<file path="src/rtl/stg_pkg.sv">
package stg_pkg;

    localparam logic [2:0] CLR_NEVER  = 3'b000;
    localparam logic [2:0] CLR_OWN    = 3'b001;
    localparam logic [2:0] CLR_COUPLE = 3'b011;

    typedef enum logic [1:0] {
        ACT_HOLD   = 2'b00,
        ACT_LOW    = 2'b01,
        ACT_HIGH   = 2'b10,
        ACT_TOGGLE = 2'b11
    } act_e;

    typedef enum logic [1:0] {
        SEL_CNT = 2'b00,
        SEL_CMP = 2'b01,
        SEL_CTL = 2'b10,
        SEL_RSV = 2'b11
    } sel_e;

    typedef struct packed {
        logic       init_lvl;
        act_e       act;
        logic [2:0] clr_src;
    } ctl_t;

    localparam int CTL_W = $bits(ctl_t);

    function automatic logic pin_after_match(act_e a, logic cur);
        case (a)
            ACT_LOW:    return 1'b0;
            ACT_HIGH:   return 1'b1;
            ACT_TOGGLE: return ~cur;
            default:    return cur;
        endcase
    endfunction

endpackage

</file>
<file path="src/rtl/stg_group_regs.sv">
module stg_group_regs #(
    parameter int NCH = 6
) (
    input  logic           clk,
    input  logic           rst,
    input  logic           wr_run,
    input  logic           wr_couple,
    input  logic [NCH-1:0] wr_bits,
    output logic [NCH-1:0] run_q,
    output logic [NCH-1:0] couple_q,
    output logic [NCH-1:0] eff_couple
);
    localparam int CNTW = $clog2(NCH + 1);

    logic [CNTW-1:0] ones;

    always_ff @(posedge clk) begin
        if (rst) begin
            run_q    <= '0;
            couple_q <= '0;
        end else begin
            if (wr_run)    run_q    <= wr_bits;
            if (wr_couple) couple_q <= wr_bits;
        end
    end

    always_comb begin
        ones = '0;
        for (int i = 0; i < NCH; i++) ones = ones + CNTW'(couple_q[i]);
    end

    assign eff_couple = (ones >= CNTW'(2)) ? couple_q : '0;

endmodule

</file>
<file path="src/rtl/stg_channel.sv">
module stg_channel
    import stg_pkg::*;
#(
    parameter int CW = 16
) (
    input  logic          clk,
    input  logic          rst,
    input  logic          run,
    input  logic          coupled,
    input  logic          load,
    input  logic [CW-1:0] load_val,
    input  logic          cmp_wr,
    input  logic          ctl_wr,
    input  ctl_t          ctl_val,
    input  logic          couple_clr,
    output logic [CW-1:0] cnt,
    output logic [CW-1:0] cmp,
    output ctl_t          ctl,
    output logic          pin,
    output logic          own_clr
);
    logic match;

    assign match   = run && (cnt == cmp);
    assign own_clr = match && (ctl.clr_src == CLR_OWN);

    always_ff @(posedge clk) begin
        if (rst) begin
            cnt <= '0;
        end else if (load) begin
            cnt <= load_val;
        end else if (own_clr) begin
            cnt <= '0;
        end else if (couple_clr && coupled && ctl.clr_src == CLR_COUPLE) begin
            cnt <= '0;
        end else if (run) begin
            cnt <= cnt + CW'(1);
        end
    end

    always_ff @(posedge clk) begin
        if (rst) begin
            cmp <= '1;
            ctl <= '0;
        end else begin
            if (cmp_wr) cmp <= load_val;
            if (ctl_wr) ctl <= ctl_val;
        end
    end

    always_ff @(posedge clk) begin
        if (rst) begin
            pin <= 1'b0;
        end else if (ctl_wr && !run) begin
            pin <= ctl_val.init_lvl;
        end else if (match) begin
            pin <= pin_after_match(ctl.act, pin);
        end
    end

endmodule

</file>
<file path="src/rtl/sync_timer_group.sv">
module sync_timer_group
    import stg_pkg::*;
#(
    parameter int NCH = 6,
    parameter int CW  = 16,
    parameter int AW  = 6
) (
    input  logic          clk,
    input  logic          rst,
    input  logic          wr_en,
    input  logic [AW-1:0] wr_addr,
    input  logic [CW-1:0] wr_data,
    input  logic [AW-1:0] rd_addr,
    output logic [CW-1:0] rd_data,
    output logic [NCH-1:0] pin_out
);
    localparam int SB  = 2;
    localparam int CHB = $clog2(NCH);
    localparam logic [AW-1:0] A_RUN    = AW'(0);
    localparam logic [AW-1:0] A_COUPLE = AW'(1);

    logic [NCH-1:0]         run_q, couple_q, eff_sync, start_q;
    logic [NCH-1:0]         cnt_req, cmp_req, ctl_wr, cnt_ld, own_clr;
    logic [NCH-1:0][CW-1:0] cnt_all, cmp_all;
    logic [NCH-1:0][2:0]    src_all;
    ctl_t [NCH-1:0]         ctl_all;
    logic                   sclr, sync_load;
    logic                   wr_chan;
    logic [CHB-1:0]         wr_ch, rd_ch;
    sel_e                   wr_sel, rd_sel;

    assign wr_chan = wr_addr[AW-1];
    assign wr_ch   = wr_addr[SB+CHB-1:SB];
    assign wr_sel  = sel_e'(wr_addr[SB-1:0]);
    assign rd_ch   = rd_addr[SB+CHB-1:SB];
    assign rd_sel  = sel_e'(rd_addr[SB-1:0]);

    stg_group_regs #(.NCH(NCH)) u_regs (
        .clk       (clk),
        .rst       (rst),
        .wr_run    (wr_en && wr_addr == A_RUN),
        .wr_couple (wr_en && wr_addr == A_COUPLE),
        .wr_bits   (wr_data[NCH-1:0]),
        .run_q     (run_q),
        .couple_q  (couple_q),
        .eff_couple(eff_sync)
    );

    assign start_q   = run_q;
    assign sync_load = |(cnt_req & eff_sync);
    assign sclr      = |(own_clr & eff_sync);

    for (genvar n = 0; n < NCH; n++) begin : g_ch
        logic hit;
        assign hit        = wr_en && wr_chan && wr_ch == CHB'(n);
        assign cnt_req[n] = hit && wr_sel == SEL_CNT;
        assign cmp_req[n] = hit && wr_sel == SEL_CMP;
        assign ctl_wr[n]  = hit && wr_sel == SEL_CTL;
        assign cnt_ld[n]  = cnt_req[n] || (sync_load && eff_sync[n]);
        assign src_all[n] = ctl_all[n].clr_src;

        stg_channel #(.CW(CW)) u_ch (
            .clk       (clk),
            .rst       (rst),
            .run       (run_q[n]),
            .coupled   (eff_sync[n]),
            .load      (cnt_ld[n]),
            .load_val  (wr_data),
            .cmp_wr    (cmp_req[n]),
            .ctl_wr    (ctl_wr[n]),
            .ctl_val   (ctl_t'(wr_data[CTL_W-1:0])),
            .couple_clr(sclr),
            .cnt       (cnt_all[n]),
            .cmp       (cmp_all[n]),
            .ctl       (ctl_all[n]),
            .pin       (pin_out[n]),
            .own_clr   (own_clr[n])
        );
    end

    always_comb begin
        rd_data = '0;
        if (rd_addr == A_RUN) begin
            rd_data = CW'(run_q);
        end else if (rd_addr == A_COUPLE) begin
            rd_data = CW'(couple_q);
        end else if (rd_addr[AW-1] && int'(rd_ch) < NCH) begin
            case (rd_sel)
                SEL_CNT: rd_data = cnt_all[rd_ch];
                SEL_CMP: rd_data = cmp_all[rd_ch];
                SEL_CTL: rd_data = CW'(ctl_all[rd_ch]);
                default: rd_data = '0;
            endcase
        end
    end

endmodule

</file>
<file path="config.mk">
export PLATFORM = sky130hd
export DESIGN_NAME = sync_timer_group
export DESIGN_NICKNAME = d
export VERILOG_FILES = /design/src/rtl/stg_pkg.sv /design/src/rtl/stg_group_regs.sv /design/src/rtl/stg_channel.sv /design/src/rtl/sync_timer_group.sv
export SDC_FILE = /design/constraint.sdc
export NUM_CORES = 1
export LEC_CHECK = 0
export ABC_AREA = 1
export ABC_CLOCK_PERIOD_IN_PS = 5100
export BUFFER_PORTS_ARGS = -buffer_cell sky130_fd_sc_hd__buf_2
export CAP_MARGIN = 20
export CORE_ASPECT_RATIO = 1.4
export CORE_UTILIZATION = 30
export CTS_CLUSTER_SIZE = 16
export DETAILED_ROUTE_END_ITERATION = 10
export GPL_ROUTABILITY_DRIVEN = 0
export MAX_ROUTING_LAYER = met4
export PLACE_DENSITY_LB_ADDON = 0.08
export SLEW_MARGIN = 20
export SYNTH_ARGS = -nofsm -noshare
export SYNTH_HDL_FRONTEND = slang
export SYNTH_SLANG_ARGS = --single-unit
</file>
<file path="constraint.sdc">
create_clock -name clk -period 5.1 [get_ports clk]
set_clock_uncertainty 0.15 [all_clocks]
set_input_delay 0.51 -clock clk [delete_from_list [all_inputs] [get_ports clk]]
set_output_delay 0.51 -clock clk [all_outputs]
set_load 0.03 [all_outputs]
</file>
# [Word level (Yosys, flattened, before mapping)]
# Cells that the tools add are included.
# W data, S select, Z words.
[totals] rom_bits=0 n_memories=0 reg_bits=246 mem_bits_rw=0 latchBits=0
[classes] multipliers=0 add_sub_neg=11 n_bitwise=8 shifts=0 n_eq_ne=47 n_mux=53 div=0 n_lt_le_gt_ge=3 reduce_logical=107
[ops] operator="$mux W16" count=29
[ops] operator="$add A16 B1 Y16 const B" count=6
[ops] operator="$bmux W16 S3" count=2
[ops] operator="$eq A16 B16 Y1" count=6
[ops] operator="$logic_and A1 B1 Y1" count=64
[ops] operator="$pmux W16 S3" count=1
[ops] operator="$reduce_bool A4 Y1" count=12
[ops] operator="$eq A2 B2 Y1 const B" count=14
[ops] operator="$eq A3 B2 Y1 const B" count=8
[ops] operator="$eq A3 B1 Y1 const B" count=7
[ops] operator="$bmux W6 S3" count=1
[ops] operator="$pmux W1 S3" count=6
[ops] operator="$eq A2 B1 Y1 const B" count=8
[ops] operator="$add A3 B1 Y3" count=4
[ops] operator="$and A6 B6 Y6" count=2
[ops] operator="$eq A6 B1 Y1 const B" count=2
[ops] operator="$logic_not A6 Y1" count=2
[ops] operator="$mux W1" count=12
[ops] operator="$mux W6" count=2
[ops] operator="$reduce_and A2 Y1" count=6
[ops] operator="$reduce_bool A2 Y1" count=6
[ops] operator="$reduce_or A6 Y1" count=2
[ops] operator="$eq A3 B3 Y1 const B" count=2
[ops] operator="$logic_not A1 Y1" count=6
[ops] operator="8 further kinds" count=19

# [Depth between registers and ports, before layout]
# Gate-level depths: netlist of run 1.
[depth] word_depth=14 depth_mapped=21

# [Modules after synthesis]
# Synthesis of run 1 repeated with hierarchy kept, for this count alone.
[unflattened] cells_unflattened=3248 area_unflattened_um2=18766.7
[by_module_without_submodules] module="stg_channel" cells_per_inst=400 area_each_um2=2508.7 n_inst=6
[by_module_without_submodules] module="sync_timer_group" cells_per_inst=758 area_each_um2=3111.7 n_inst=1
[by_module_without_submodules] module="stg_group_regs" cells_per_inst=90 area_each_um2=603.1 n_inst=1

# [Worst setup path before layout of run 1]
# No wires, ideal clock.
[synth_path] path_type="reg2reg" start="register u_regs.couple_q[0]" end="register g_ch[4].u_ch.cnt[12]" path_slack_ns=1.383 path_stages_with_launch=21 setup_time_ns=0.112 period_less_slack_ns=3.717 arrival_time_ns=3.455 path_cell_list="dfxtp_1 ha_1 inv_1 fa_1 inv_1 ha_1 a21o_1 fa_1 nor2_2 inv_2 nand2_1 nor2_1 a31oi_1 nand3_2 nand2_1 nand3b_4 inv_2 buf_2 nand4_1 nand2_1 nor2_1"
[synth_via] elab_chain_len=14 elab_cells_between_ends=19 cone_classes="5 x add/sub; 1 x order compare; 4 x mux; 2 x bitwise; 7 x reduce/logical"
[synth_rtl] item="start, declared" line_no="stg_group_regs.sv:10" source="output logic [NCH-1:0] couple_q,"
[synth_rtl] item="start signal, assigned" line_no="stg_group_regs.sv:23" source="if (wr_couple) couple_q <= wr_bits;"
[synth_rtl] item="$add A1 B1 Y2" line_no="stg_group_regs.sv:29" source="for (int i = 0; i < NCH; i++) ones = ones + CNTW'(couple_q[i]);"
[synth_rtl] item="$add A3 B1 Y3 (4 in a row)" line_no="stg_group_regs.sv:29"
[synth_rtl] item="$ge A3 B2 Y1" line_no="stg_group_regs.sv:32" source="assign eff_couple = (ones >= CNTW'(2)) ? couple_q : '0;"
[synth_rtl] item="$mux W6 (*)" line_no="stg_group_regs.sv:32"
[synth_rtl] item="$and A6 B6 Y6" line_no="sync_timer_group.sv:51" source="assign sclr = |(own_clr & eff_sync);"
[synth_rtl] item="$reduce_or A6 Y1" line_no="sync_timer_group.sv:51"
[synth_rtl] item="$logic_and A1 B1 Y1 (2 in a row)" line_no="stg_channel.sv:34" source="end else if (couple_clr && coupled && ctl.clr_src == CLR_COUPLE) begin"
[synth_rtl] item="$mux W16" line_no="stg_channel.sv:34"
[synth_rtl] item="$mux W16" line_no="stg_channel.sv:32" source="end else if (own_clr) begin"
[synth_rtl] item="$mux W16" line_no="stg_channel.sv:30" source="end else if (load) begin"
[synth_rtl] item="end signal, assigned" line_no="stg_channel.sv:31" source="cnt <= load_val;"
[synth_rtl] item="end signal, assigned" line_no="stg_channel.sv:37" source="cnt <= cnt + CW'(1);"
[synth_rtl] item="end, declared" line_no="stg_channel.sv:16" source="output logic [CW-1:0] cnt,"
# Mark *: on every way between the ends. The rest lies on a longest branch, timed or not.
# A chain may end at the register's enable or synchronous reset.

# [Final worst setup path of run 1]
[layout_path] start="register u_regs.couple_q[0]" end="register g_ch[5].u_ch.cnt[2]"
[layout_via] elab_chain_len=14 elab_cells_between_ends=19 cone_classes="5 x add/sub; 1 x order compare; 4 x mux; 2 x bitwise; 7 x reduce/logical"
[layout_rtl] item="$add A1 B1 Y2" line_no="stg_group_regs.sv:29"
[layout_rtl] item="$add A3 B1 Y3 (4 in a row)" line_no="stg_group_regs.sv:29"
[layout_rtl] item="$ge A3 B2 Y1" line_no="stg_group_regs.sv:32"
[layout_rtl] item="$mux W6 (*)" line_no="stg_group_regs.sv:32"
[layout_rtl] item="$and A6 B6 Y6" line_no="sync_timer_group.sv:51"
[layout_rtl] item="$reduce_or A6 Y1" line_no="sync_timer_group.sv:51"
[layout_rtl] item="$logic_and A1 B1 Y1 (2 in a row)" line_no="stg_channel.sv:34"
[layout_rtl] item="$mux W16" line_no="stg_channel.sv:34"
[layout_rtl] item="$mux W16" line_no="stg_channel.sv:32"
[layout_rtl] item="$mux W16" line_no="stg_channel.sv:30"
[layout_rtl] item="end signal, assigned" line_no="stg_channel.sv:31"
[layout_rtl] item="end signal, assigned" line_no="stg_channel.sv:37"
[layout_rtl] item="end, declared" line_no="stg_channel.sv:16"
# Marks and branches as above.

==> results of run 1 <==
worst max-delay path, stage by stage (launching register included):
cell and delay, ps:
sky130_fd_sc_hd__dfxtp_1 340, sky130_fd_sc_hd__ha_1 290, sky130_fd_sc_hd__inv_1 40, sky130_fd_sc_hd__fa_1 480
sky130_fd_sc_hd__inv_1 40, sky130_fd_sc_hd__ha_1 280, sky130_fd_sc_hd__a21o_1 200, sky130_fd_sc_hd__fa_1 480
sky130_fd_sc_hd__nor2_2 180, sky130_fd_sc_hd__inv_2 70, sky130_fd_sc_hd__nand2_1 130, sky130_fd_sc_hd__nor2_1 80
sky130_fd_sc_hd__a31oi_1 170, sky130_fd_sc_hd__nand3_2 200, sky130_fd_sc_hd__nand2_1 150, sky130_fd_sc_hd__nand3_2 250
sky130_fd_sc_hd__inv_2 370, sky130_fd_sc_hd__nand2_1 110, sky130_fd_sc_hd__nor2_2 290, sky130_fd_sc_hd__nor2_1 70
sky130_fd_sc_hd__nor2_1 100
registers in the layout, indices dropped and copies added (netlist names):
signal           flops
g_ch.u_ch.ctl       36
u_regs.run_q         6
g_ch.u_ch.pin        6
u_regs.couple_q      6
g_ch.u_ch.cmp       96
g_ch.u_ch.cnt       96
layout make-up:
cell class	instances	share of cell area
Timing Repair Buffer	89	0.0288
Inverter	340	0.0666
Clock buffer	44	0.0470
Multi-Input combinational cell	2168	0.549
Sequential cell	246	0.256
Clock inverter	9	0.00377
Tap cell	742	0.0483
cells in the final DEF (no fill, tap or decap), types with 3 or more instances in the layout:
master / n
sky130_fd_sc_hd__xor2_1: 57
sky130_fd_sc_hd__xnor2_1: 25
sky130_fd_sc_hd__clkinv_2: 7
sky130_fd_sc_hd__buf_4: 37
sky130_fd_sc_hd__inv_2: 23
sky130_fd_sc_hd__nor4_1: 19
sky130_fd_sc_hd__clkbuf_8: 8
sky130_fd_sc_hd__nand2b_1: 4
sky130_fd_sc_hd__o21ai_1: 3
sky130_fd_sc_hd__ha_1: 20
sky130_fd_sc_hd__a21o_1: 3
sky130_fd_sc_hd__nor2_2: 15
sky130_fd_sc_hd__nand2_4: 7
sky130_fd_sc_hd__and3_1: 4
sky130_fd_sc_hd__nand3b_1: 3
sky130_fd_sc_hd__nand3_1: 159
sky130_fd_sc_hd__nand4_1: 124
sky130_fd_sc_hd__or2_2: 10
sky130_fd_sc_hd__o21ai_0: 194
sky130_fd_sc_hd__nand3_2: 6
sky130_fd_sc_hd__dfxtp_1: 246
sky130_fd_sc_hd__nor2_1: 334
sky130_fd_sc_hd__o211ai_1: 89
sky130_fd_sc_hd__o31ai_1: 4
sky130_fd_sc_hd__inv_1: 313
sky130_fd_sc_hd__a31oi_1: 5
sky130_fd_sc_hd__clkbuf_16: 31
sky130_fd_sc_hd__nand2_1: 815
sky130_fd_sc_hd__a22oi_1: 3
sky130_fd_sc_hd__a41oi_1: 6
sky130_fd_sc_hd__nor3_1: 44
sky130_fd_sc_hd__clkbuf_1: 5
sky130_fd_sc_hd__a21boi_0: 4
sky130_fd_sc_hd__a21oi_1: 195
sky130_fd_sc_hd__buf_2: 51
sky130_fd_sc_hd__clkinv_1: 3
worst paths after layout:
check                             end  cells past startpoint
setup / recovery  g_ch[5].u_ch.cnt[2]                     20
hold / removal       g_ch[5].u_ch.pin                      2
setup reg to reg  g_ch[5].u_ch.cnt[2]                     20
hold reg to reg   g_ch[4].u_ch.ctl[5]                      2
through the flow:
step / setup slack, ps / power (mW) / instance area (um2)
finish: 545 / 4.63 / 19200
floorplan: 1380 / 2.25 / 17600
detailed placement: 585 / 2.45 / 18300
global route: 283 / 4.78 / 19200
CTS: 549 / 4.68 / 19200
global placement: 401 / 2.45 / 18200
Yosys cell counts, types with 3 or more instances:
library cell	count	area [um2]
sky130_fd_sc_hd__and3_1	4	25.0
sky130_fd_sc_hd__ha_1	20	250
sky130_fd_sc_hd__or2_2	10	62.6
sky130_fd_sc_hd__clkbuf_2	4	20.0
sky130_fd_sc_hd__clkinv_1	4	15.0
sky130_fd_sc_hd__o21ai_1	3	15.0
sky130_fd_sc_hd__o211ai_1	89	668
sky130_fd_sc_hd__a21oi_1	195	976
sky130_fd_sc_hd__nand3_1	159	796
sky130_fd_sc_hd__a21o_1	3	22.5
sky130_fd_sc_hd__nor2_2	9	56.3
sky130_fd_sc_hd__nand2b_1	4	25.0
sky130_fd_sc_hd__xor2_1	57	499
sky130_fd_sc_hd__inv_1	314	1180
sky130_fd_sc_hd__xnor2_1	25	219
sky130_fd_sc_hd__a21boi_0	4	30.0
sky130_fd_sc_hd__nor3_1	44	220
sky130_fd_sc_hd__nand2_4	7	78.8
sky130_fd_sc_hd__nand3b_1	3	22.5
sky130_fd_sc_hd__inv_2	22	82.6
sky130_fd_sc_hd__nand4_1	124	776
sky130_fd_sc_hd__buf_1	14	52.6
sky130_fd_sc_hd__buf_2	14	70.1
sky130_fd_sc_hd__a41oi_1	6	52.6
sky130_fd_sc_hd__o21ai_0	194	971
sky130_fd_sc_hd__clkbuf_1	106	398
sky130_fd_sc_hd__nand2_1	815	3060
sky130_fd_sc_hd__dfxtp_1	246	4920
sky130_fd_sc_hd__buf_6	18	203
sky130_fd_sc_hd__nor2_1	340	1280
sky130_fd_sc_hd__buf_4	12	90.1
sky130_fd_sc_hd__a22oi_1	3	22.5
sky130_fd_sc_hd__a31oi_1	5	31.3
sky130_fd_sc_hd__nand3_2	6	60.1
sky130_fd_sc_hd__nor4_1	21	131
sky130_fd_sc_hd__o31ai_1	4	30.0
routing by layer:
metal / up-vias / routed length, um / part of all wire / global-route usage
met1: 9078 / 32600 / 0.41 / 0.320
li1: 9406 / - / - / -
met2: 570 / 39500 / 0.49 / 0.465
met4: 0 / 4290 / 0.054 / 0.135
met5: - / 0 / 0 / -
met3: 148 / 3560 / 0.044 / 0.0235
logic make-up (layout without fill, tap and decap cells):
| logic type | Yosys count | count (layout) | share of synthesized area |
|---|---|---|---|
| and+or+nand+nor | 1554 | 1554 | 0.380 |
| AOI/OAI and AO/OA | 510 | 510 | 0.162 |
| buffers and inverters | 508 | 482 | 0.120 |
| DFF | 246 | 246 | 0.280 |
| xor gates and xnor gates | 82 | 82 | 0.0409 |
| adders and majority gates | 22 | 22 | 0.0165 |
where the power goes:
part           switching (mW)  internal (mW)  leakage, nW
sequential             0.0306           1.94         1.99
clock                   0.952           1.27        0.487
combinational           0.342          0.100         6.79
==> metrics.json, run 1 <==
{
  "max_slew_margin": 0.289,
  "cts_inserted_buffers": 30,
  "cellLeakagePower_nw": 9.26,
  "maxClockFrequency_mhz": 220,
  "grt_pass1_wl_mm": 118,
  "max-vdd-ir-drop_mv": 0.235,
  "synth.ff_latch_count": 246,
  "hold_viol": 0,
  "layout_min_cycle_time_ps": 4550,
  "numPortBuffers": 52,
  "crit_path_max_fanout": 18,
  "synthesis.instances": 2922,
  "fill_cells": 6372,
  "cts_resized": 0,
  "rsz0062_at_grt": "no",
  "grt_pass1_vias": 18100,
  "drcViolationCount": 6,
  "synth_top_flop_cell": "sky130_fd_sc_hd__dfxtp_1",
  "dp_hpwl_mm": 58.2,
  "synth_nets": 2975,
  "die_width_um": 207,
  "critPathKind": "reg -> reg",
  "ys_seq_area_frac": 0.280,
  "postSynth.asyncResetShare": 0,
  "vias_post_dr": 19200,
  "std_cell_rows": 104,
  "clkTransAtPathRegs_ps": 60,
  "syn-mean-instance-area_um2": 6.01,
  "drt_wl_total_mm": 80.0,
  "die_area_um2": 59600,
  "actual_transition_at_the_worst_max_transition_pin_ps": 1060,
  "start_util": 0.305,
  "failed_checks": "design-rule violations",
  "sequential_cell_area_um2": 4920,
  "fin_worst_hold_slack_ps": 158,
  "detailedRoute.firstPassIterationCount": 9,
  "number_of_antenna_violations_at_the_first_check_in_global_routing": 0,
  "ant_nets": 0,
  "start_kind": "register",
  "period_utilisation_layout": 0.893,
  "crit_arrival_ps": 4940,
  "setup_viol": 0,
  "maximum_root_to_sink_buffer_count": 3,
  "cp_data_required_time_ps": 5480,
  "tritoncts": "yes",
  "layoutNonFillerInstCount": 3638,
  "mappedNetlistArea_um2": 17600,
  "outcome": "finished, violations left",
  "via_per_inst": 5.28,
  "r2r_start": "u_regs.couple_q[0]",
  "worstHoldStart": "rst",
  "grt_overflow_total": 0,
  "chipHeight_um": 288,
  "synthesis.yosys.warnings": 0,
  "cts_root_buffer": "sky130_fd_sc_hd__clkbuf_16",
  "holdBufCountCts": 0,
  "post_drt_wl_per_cell_um": 22.0,
  "hold_path.class": "in -> reg",
  "worst_skew_pair.late_latency_ps": 600,
  "area_growth_syn_to_layout_pct": 9.44,
  "drt_first_iter_violations": 1525,
  "final_layout_size_suffix_gt1_frac": 0.0711,
  "worstSetupStartpoint": "u_regs.couple_q[0]",
  "multi_input_comb_area_um2": 10600,
  "fin_tns_setup_ps": 0,
  "core_um2": 57600,
  "post-place-cells": 3585,
  "cts_max_level": 1,
  "cts_setup_buffers": 0,
  "top_level_ports": 53,
  "cellPowerDensity_nw_per_um2": 241,
  "finish.utilization": 0.334,
  "n_antenna_cell": 0,
  "cts_num_sinks": 246,
  "fin_nets": 2928,
  "maximum_number_of_pins_on_one_net_before_global_route_repair": 82,
  "grt_util_all_layers": 0.273,
  "r2r_setup_slack_ps": 550,
  "slew_viol_final": 0,
  "synth.distinct_cells": 47,
  "max_capacitance_violation_count": 0,
  "worst_setup_ep_type": "register",
  "synth_edf_count": 0
}
(Power assumes the default switching activity.)
==> inputs of run 2 (changes only) <==
Settings changed: GPL_TIMING_DRIVEN set to 0.
==> run 2 against run 1 <==
  * The run still ends with design-rule violations left
  * Setup slack worse by 92 ps
  * Wire length up 15%
  * Sequential share of layout area down 0.66 points
  * Hold slack better by 5.2 ps
  * Flip-flop and latch count unchanged
  * First-iteration DRC count up 24%
  * Sequential power about the same
==> metrics.json, run 2 (same netlist as run 1, synthesis figures left out) <==
{
  "max-vdd-ir-drop": {"value": 0.221, "unit": "mV", "change": "-6.2%"},
  "maximum_number_of_pins_on_one_net_before_global_route_repair": {"value": 15, "change": "-82%"},
  "maxClockFrequency": {"value": 215, "unit": "MHz", "change": "-2.0%"},
  "cts_num_sinks": {"value": 246, "change": "unchanged"},
  "min_delay_worst_endpoint": "g_ch[2].u_ch.cnt[15]",
  "drt_first_iter_violations": {"value": 1888, "change": "+24%"},
  "crit_arrival": {"value": 5020, "unit": "ps", "change": "+80 ps"},
  "post-place-cells": {"value": 3711, "change": "+3.5%"},
  "cts_setup_buffers": {"value": 0, "change": "unchanged"},
  "rr_worst_depth": {"value": 20, "change": "unchanged"},
  "max_capacitance_violation_count": {"value": 0, "change": "unchanged"},
  "cellLeakagePower": {"value": 9.48, "unit": "nW", "change": "+2.4%"},
  "layout_common_cells": "sky130_fd_sc_hd__nand2_1 (815), sky130_fd_sc_hd__nor2_1 (340), sky130_fd_sc_hd__inv_1 (314)",
  "reg.largest.list": "g_ch.u_ch.cmp x96, g_ch.u_ch.cnt x96, g_ch.u_ch.ctl x36",
  "tritoncts": "yes",
  "chipHeight": {"value": 288, "unit": "um", "change": "unchanged"},
  "grt_pass1_wl": {"value": 130, "unit": "mm", "change": "+10%"},
  "actual_transition_at_the_worst_max_transition_pin": {"value": 993, "unit": "ps", "change": "-65.5 ps"},
  "critical_path.slowest_cell": "sky130_fd_sc_hd__fa_1",
  "cp_data_required_time": {"value": 5480, "unit": "ps", "change": "about the same"},
  "clkTransAtPathRegs": {"value": 70, "unit": "ps", "change": "about the same"},
  "cts_inserted_buffers": {"value": 29, "change": "-3.3%"},
  "numPortBuffers": {"value": 46, "change": "-12%"},
  "fin_worst_hold_slack": {"value": 163, "unit": "ps", "change": "+5.17 ps"},
  "hold_path.class": "in -> reg",
  "die_area": {"value": 59600, "unit": "um2", "change": "unchanged"},
  "layout_min_cycle_time": {"value": 4650, "unit": "ps", "change": "+92.4 ps"},
  "drt_wl_total": {"value": 91.6, "unit": "mm", "change": "+15%"},
  "max_slew_margin": {"value": 0.338, "change": "+0.0491"},
  "p_total": {"value": 4.67, "unit": "mW", "change": "+0.80%"},
  "slowest_delay": {"value": 490, "unit": "ps", "change": "about the same"},
  "cellPowerDensity": {"value": 237, "unit": "nW/um2", "change": "-1.8%"},
  "start_kind": "register",
  "ant_nets": {"value": 0, "change": "unchanged"},
  "top_level_ports": {"value": 53, "change": "unchanged"},
  "worst_path_cell_chain": "ha_1, inv_1, fa_1, inv_1, ha_1, a21o_1, fa_1, nor2_2, inv_2, nand2_1, nor2_1, a31oi_1, nand3_2, nand2_1, nand3_2, inv_2, nand2_1, nor2_2, nor2_1, nor2_1",
  "worst_setup_ep_type": "register",
  "detailedRoute.firstPassIterationCount": {"value": 9, "change": "unchanged"},
  "critPathKind": "reg -> reg",
  "dp_slack": {"value": 482, "unit": "ps", "change": "-103 ps"},
  "maximum_root_to_sink_buffer_count": {"value": 3, "change": "unchanged"},
  "setup_viol": {"value": 0, "change": "unchanged"},
  "cts_max_level": {"value": 1, "change": "unchanged"},
  "layoutNonFillerInstCount": {"value": 3766, "change": "+3.5%"},
  "fin_tns_setup": {"value": 0, "unit": "ps", "change": "unchanged"},
  "grt_util_all_layers": {"value": 0.313, "change": "+0.0393"},
  "setup_slack": {"value": 453, "unit": "ps", "change": "-92.4 ps"},
  "via_per_inst": {"value": 5.45, "change": "+3.3%"},
  "failed_checks": "design-rule violations",
  "mostFrequentLayoutCell": "sky130_fd_sc_hd__nand2_1",
  "holdBufCountCts": {"value": 0, "change": "unchanged"},
  "final_layout_size_suffix_gt1_frac": {"value": 0.0725, "change": "+0.00134"},
  "start_util": {"value": 0.305, "change": "unchanged"},
  "crit_path_max_fanout": {"value": 9, "change": "-9"},
  "outcome": "finished, violations left",
  "rr_endpoint": "g_ch[5].u_ch.cnt[12]",
  "post_drt_wl_per_cell": {"value": 24.3, "unit": "um", "change": "+11%"},
  "r2r_start": "u_regs.couple_q[0]",
  "die_width": {"value": 207, "unit": "um", "change": "unchanged"},
  "period_utilisation_layout": {"value": 0.911, "change": "+0.0181"},
  "rsz0062_at_grt": "no",
  "slew_viol_final": {"value": 0, "change": "unchanged"},
  "dp_hpwl": {"value": 71.0, "unit": "mm", "change": "+22%"},
  "grt_pass1_vias": {"value": 19500, "change": "+7.8%"},
  "worst_skew_pair.late_latency": {"value": 600, "unit": "ps", "change": "about the same"},
  "area_growth_syn_to_layout_pct": 12.3,
  "number_of_antenna_violations_at_the_first_check_in_global_routing": {"value": 2, "change": "+2"},
  "std_cell_rows": {"value": 104, "change": "unchanged"},
  "drcViolationCount": {"value": 14, "change": "+8"},
  "worstHoldStart": "wr_data[15]",
  "hold_depth": {"value": 5, "change": "+3"},
  "core": {"value": 57600, "unit": "um2", "change": "unchanged"},
  "r2r_setup_slack": {"value": 450, "unit": "ps", "change": "-90 ps"},
  "cts_resized": {"value": 0, "change": "unchanged"},
  "cts_root_buffer": "sky130_fd_sc_hd__clkbuf_16",
  "vias_post_dr": {"value": 20500, "change": "+7.0%"},
  "hold_viol": {"value": 0, "change": "unchanged"},
  "grt_overflow_total": {"value": 0, "change": "unchanged"},
  "fin_nets": {"value": 3054, "change": "+4.3%"}
}
-- run 2: through the flow --
stage,utilization,instance area [um2]
finish,0.342,19700
floorplan,-,17600
global placement,0.325,18700
CTS,0.342,19700
detailed placement,0.326,18800
global route,0.342,19700
-- run 2: power breakdown --
group	switching, mW	leakage (nW)	internal [mW]
sequential	0.0328	1.99	1.94
combinational	0.380	7.02	0.106
clock	0.945	0.475	1.26
-- run 2: worst max path at each step --
stage,start,slack (ps),end,depth (start not counted)
finish,u_regs.couple_q[0],450,g_ch[5].u_ch.cnt[12],20
global route,u_regs.couple_q[0],140,g_ch[5].u_ch.cnt[12],20
CTS,u_regs.couple_q[0],460,g_ch[5].u_ch.cnt[2],20
detailed placement,u_regs.couple_q[0],480,g_ch[5].u_ch.cnt[9],20
global placement,u_regs.couple_q[0],540,g_ch[5].u_ch.cnt[2],20
floorplan,u_regs.couple_q[0],1380,g_ch[4].u_ch.cnt[12],20
-- run 2: cell type report --
type                            instances  area (um2)
Fill cell                            6504       37900
Multi-Input combinational cell       2168       10500
Sequential cell                       246        4920
Inverter                              340        1280
Tap cell                              742         928
Buffer                                168         855
Clock buffer                           40         817
Timing Repair Buffer                   48         250
Clock inverter                         12         141
Antenna cell                            2        5.00
-- run 2: worst max-delay path, delay by kind of cell (launching register included) --
family	cells	cell delay (ps)
adders and majority gates	4	1520
buffers and inverters	4	420
AOI/OAI and AO/OA	2	370
and+or+nand+nor	10	1750
DFF	1	340
-- run 2: per-layer routing --
metal	track usage	up-vias	wire, um
li1	-	9682	-
met2	0.521	921	43400
met5	-	-	0
met4	0.263	0	9180
met1	0.326	9602	33100
met3	0.0402	334	6040
